## config.mk

```make
export PLATFORM = sky130hd
export DESIGN_NAME = ecc_line_accum
export DESIGN_NICKNAME = d
export VERILOG_FILES = /design/src/rtl/ecc_line_pkg.sv /design/src/rtl/ecc_line_accum.sv
export SDC_FILE = /design/constraint.sdc
export NUM_CORES = 1
export LEC_CHECK = 0
export ABC_AREA = 1
export BUFFER_PORTS_ARGS = -buffer_cell sky130_fd_sc_hd__buf_4
export CAP_MARGIN = 0
export CORE_AREA = 4 4 41 43
export CTS_CLUSTER_SIZE = 10
export DETAILED_ROUTE_END_ITERATION = 8
export DIE_AREA = 0 0 45 47
export PLACE_DENSITY_LB_ADDON = 0.1
export SLEW_MARGIN = 20
export SYNTH_ARGS = -nofsm -noshare
export SYNTH_HDL_FRONTEND = slang
export SYNTH_SLANG_ARGS = --single-unit
```

## constraint.sdc

```tcl
create_clock -name clk -period 1.3 [get_ports clk]
set_input_delay 0.195 -clock clk [delete_from_list [all_inputs] [get_ports clk]]
set_output_delay 0.195 -clock clk [all_outputs]
set_load 0.01 [all_outputs]
```

## src/rtl/ecc_line_pkg.sv

```systemverilog
package ecc_line_pkg;

    localparam int unsigned WORD_W    = 64;
    localparam int unsigned CODE_W    = 8;
    localparam int unsigned LINE_LEN  = 4;
    localparam logic [63:0] SEED_MASK = 64'h0738C808099264FF;

    typedef enum logic [1:0] {
        ERR_NONE   = 2'd0,
        ERR_SINGLE = 2'd1,
        ERR_MULTI  = 2'd2
    } err_kind_e;

    // Parity-select mask for check bit idx: seed rotated left by one byte per index.
    function automatic logic [63:0] sel_mask(int unsigned idx);
        logic [127:0] twice;
        logic [127:0] shifted;
        twice   = {SEED_MASK, SEED_MASK};
        shifted = twice >> (64 - 8 * (idx % 8));
        return shifted[63:0];
    endfunction

endpackage

```

## src/rtl/ecc_line_accum.sv

```systemverilog
module ecc_line_accum
    import ecc_line_pkg::*;
#(
    parameter int unsigned BEATS = LINE_LEN
) (
    input  logic             clk,
    input  logic             rst,
    input  logic             start_i,
    input  logic             valid_i,
    input  err_kind_e        kind_i,
    output logic [BEATS-1:0] bad_mask_o,
    output logic             sbe_o,
    output logic             dbe_o,
    output logic             done_o
);
    localparam int unsigned OFS_W = (BEATS > 1) ? $clog2(BEATS) : 1;
    localparam logic [OFS_W-1:0] LAST = OFS_W'(BEATS - 1);

    typedef struct packed {
        logic [OFS_W-1:0] ofs;
        logic [BEATS-1:0] bad;
        logic             sbe;
        logic             dbe;
        logic             done;
    } acc_t;

    acc_t             st_d, st_q;
    logic [OFS_W-1:0] pos_d;

    always_comb begin
        st_d      = st_q;
        st_d.done = 1'b0;
        pos_d     = st_q.ofs;
        if (start_i) begin
            pos_d    = '0;
            st_d.ofs = '0;
            st_d.bad = '0;
            st_d.sbe = 1'b0;
            st_d.dbe = 1'b0;
        end
        if (valid_i) begin
            if (pos_d == '0) begin
                st_d.bad = '0;
                st_d.sbe = 1'b0;
                st_d.dbe = 1'b0;
            end
            if (kind_i != ERR_NONE) begin
                st_d.bad[BEATS - 1 - int'(pos_d)] = 1'b1;
            end
            if (kind_i == ERR_SINGLE) st_d.sbe = 1'b1;
            if (kind_i == ERR_MULTI)  st_d.dbe = 1'b1;
            if (pos_d == LAST) begin
                st_d.ofs  = '0;
                st_d.done = 1'b1;
            end else begin
                st_d.ofs = pos_d + 1'b1;
            end
        end
    end

    always_ff @(posedge clk) begin
        if (rst) begin
            st_q <= '0;
        end else begin
            st_q <= st_d;
        end
    end

    assign bad_mask_o = st_q.bad;
    assign sbe_o      = st_q.sbe;
    assign dbe_o      = st_q.dbe;
    assign done_o     = st_q.done;


    done_single_pulse_chk: assert property (@(posedge clk) disable iff (rst)
        st_q.done |=> !st_q.done);


    done_after_last_chk: assert property (@(posedge clk) disable iff (rst)
        st_q.done |-> $past(valid_i && !start_i && st_q.ofs == LAST));


    flags_need_mask_chk: assert property (@(posedge clk) disable iff (rst)
        (st_q.sbe || st_q.dbe) |-> (st_q.bad != '0));


    flag_sticky_chk: assert property (@(posedge clk) disable iff (rst)
        ((st_q.sbe || st_q.dbe) && !start_i && !(valid_i && st_q.ofs == '0))
        |=> (st_q.sbe || st_q.dbe));


    start_clear_chk: assert property (@(posedge clk) disable iff (rst)
        (start_i && !valid_i) |=> (st_q.bad == '0 && !st_q.sbe && !st_q.dbe && st_q.ofs == '0));


    idle_hold_chk: assert property (@(posedge clk) disable iff (rst)
        (!valid_i && !start_i) |=> ($stable(st_q.bad) && $stable(st_q.sbe)
                                    && $stable(st_q.dbe) && $stable(st_q.ofs)));
endmodule

```

==> reports/metrics.cfg <==
[run_status]
status=finished, final reports clean

[clock_tree]
cts_buffers=3
cts_tree=built
cts_root_buf=clkbuf_4
cts.sinks=9
cts_max_level=1
insertion_delay_ns=0.26
holdBufCountCts=0
post-cts-setup-buffer-count=0
cts_resized=0
cts.path.max_buffers=2
clkTransAtPathRegs_ns=0.06

[hold_path]
hold_class=in2reg
holdPathEnd=dbe_o
min_from=rst
whs_path_depth=2

[die]
die_height_um=47
core_area_sq_mm=0.00130
dieArea_sq_mm=0.00212
die_w_um=45
io_pins=13
start_util_pct=38.6
num_rows=13

[setup_path]
cp_num_buf_inv=0
crit_type=reg2reg
cp_top_family=simple AND/OR/NAND/NOR gates
endpoint_kind=flip-flop
r2r_setup_slack_ns=0.17
slowest_stage=dfxtp_1
rr_startpoint=st_q[7]
critPathArrivalTime_ns=1.33
r2r_cells=7
crit_start=st_q[7]
path_cells=nand2_4, ha_1, nand2_4, nor2_1, nor2_2, nand2_2, nor2_2
cp.required_ns=1.51
cp_max_fo=6
cp_slowest_stage_delay_ns=0.40
reg2reg_to=bad_mask_o[2]
critPathLaunchType=flip-flop

[synth]
synth_cell_types=18
syn-instance-count=63
syn_avg_cell_area_sq_um=7.96
synth_area_leaders=dfxtp_1, nand2_4, nand2_1, buf_4, ha_1
syn_nets=71
synthDominantCellAreaShare_pct=35.9
synth_top_area_cell=dfxtp_1
synth-warning-count=0
synth-seq-cells=9
syn_area_sq_um=502
synth_sequential_area_ratio_pct=35.9

[global_route]
antenna_found_initial=0
grt_pass1_wl_mm=1.59
grt_pass1_vias=387
grt_usage_pct=11.2
overflow=0
grt_max_degree=9

[route]
vias=390
wl_per_cell_um=10.5
drt_first_pass_iters=2
drtIter0Drc=1
viasPerCell=4.33
route.detailed.drc=0
routed_wl_um=948
antenna_left=0

[finish]
fin_area_sq_um=603
antenna_cells=0
syn_to_final_growth_pct=20.2
fin_nets=84
drive_gt1_share_pct=42.7
nFillCells=148
multi_input_area_sq_um=246
seq_area_sq_um=180

[sta]
rsz0062_at_grt=no
setup_viol=0
fmax_mhz=887
slew_violations=0
worst_pin_slew_ns=0.153
layout_min_cycle_time_ns=1.13
relSlewSlack_pct=89.7
tns_ns=0
hold_viol=0
fin_crit_sh_pct=86.8
skew_ns=0.00605

[power_and_ir_drop]
p_seq_share_pct=47.6
power.switching_mw=0.171
clkPwrFrac_pct=35.1
ir_drop_mv=0.404
power.total_mw=0.625
intPower_mw=0.454
power_density_mw_per_mm2=1040
netSwitchingFraction_pct=27.3
leakage_nw=0.312
pwr-share-comb_pct=17.3

[flow_run]
cap_viol_max_count=0

[place]
place.gp.congestion=0.755
io_buffers=12
dpl.hpwl_um=723
place_area_sq_um=577

cell usage in the layout, fill, tap and decap left out, drive strengths merged:
master  instances
a21oi           5
nand4           1
ha              2
clkbuf          4
inv             9
o21a            1
nor2            9
buf            13
dfxtp           9
nand3           6
o21ai           2
nand2          14
metal layers:
| layer | share of wire [%] | routed length [um] | track usage [%] |
|---|---|---|---|
| met5 | 0 | 0 | 0 |
| met4 | 1.3 | 12 | 7.02 |
| met3 | 6.9 | 65 | 5.75 |
| met2 | 46 | 438 | 18.1 |
| met1 | 45 | 431 | 11.6 |
sequential cells by signal, summed over array words and instances, names as in the netlist:
| register | cells |
|---|---|
| dbe_o | 1 |
| st_q | 2 |
| sbe_o | 1 |
| done_o | 1 |
| bad_mask_o | 4 |
synth_stat cells:
cell type	instances
dfxtp_1	9
a21oi_2	1
o21a_1	1
nor2_2	4
a21oi_1	4
nand3_2	2
inv_2	4
nand2_2	1
nand2_1	9
nand4_1	1
buf_4	4
nor2_1	5
inv_1	5
o21ai_0	2
buf_6	1
ha_1	2
nand2_4	4
nand3_1	4
cells by family after synthesis:
kind of cell / synth area share, %
flops: 35.9
buf+inv: 15.0
fa+ha+maj: 4.99
simple gates: 34.9
compound gates: 9.23
power groups by stage:
stage | registers (mW) | clock network (mW) | logic, mW
floorplan | 0.303 | 0 | 0.0786
global placement | 0.303 | 0 | 0.109
detailed placement | 0.304 | 0 | 0.109
CTS | 0.298 | 0.228 | 0.109
global route | 0.299 | 0.251 | 0.121
finish | 0.297 | 0.219 | 0.108
cell type report:
type | instances | area share [%]
Multi-Input combinational cell | 40 | 40.9
Sequential cell | 9 | 29.9
Timing Repair Buffer | 13 | 16.2
Inverter | 9 | 5.60
Clock buffer | 4 | 4.36
Tap cell | 15 | 3.11
worst max path at each step:
| stage | endpoint | cells after the start |
|---|---|---|
| 2_1_floorplan | bad_mask_o[1] | 7 |
| 3_3_place_gp | bad_mask_o[2] | 9 |
| 3_5_place_dp | bad_mask_o[2] | 9 |
| 4_1_cts | bad_mask_o[2] | 7 |
| 5_1_grt | bad_mask_o[2] | 7 |
| 6_report | bad_mask_o[2] | 7 |
metrics by stage:
step	instances	setup slack [ns]	hold WS [ns]	util, %
floorplan	63	0.250	0.264	-
global placement	86	0.142	0.399	44.3
detailed placement	86	0.144	0.404	44.3
CTS	90	0.165	0.127	46.3
global route	90	0.0877	0.114	46.3
finish	90	0.172	0.131	46.3
Power figures use the tool's default switching activity.
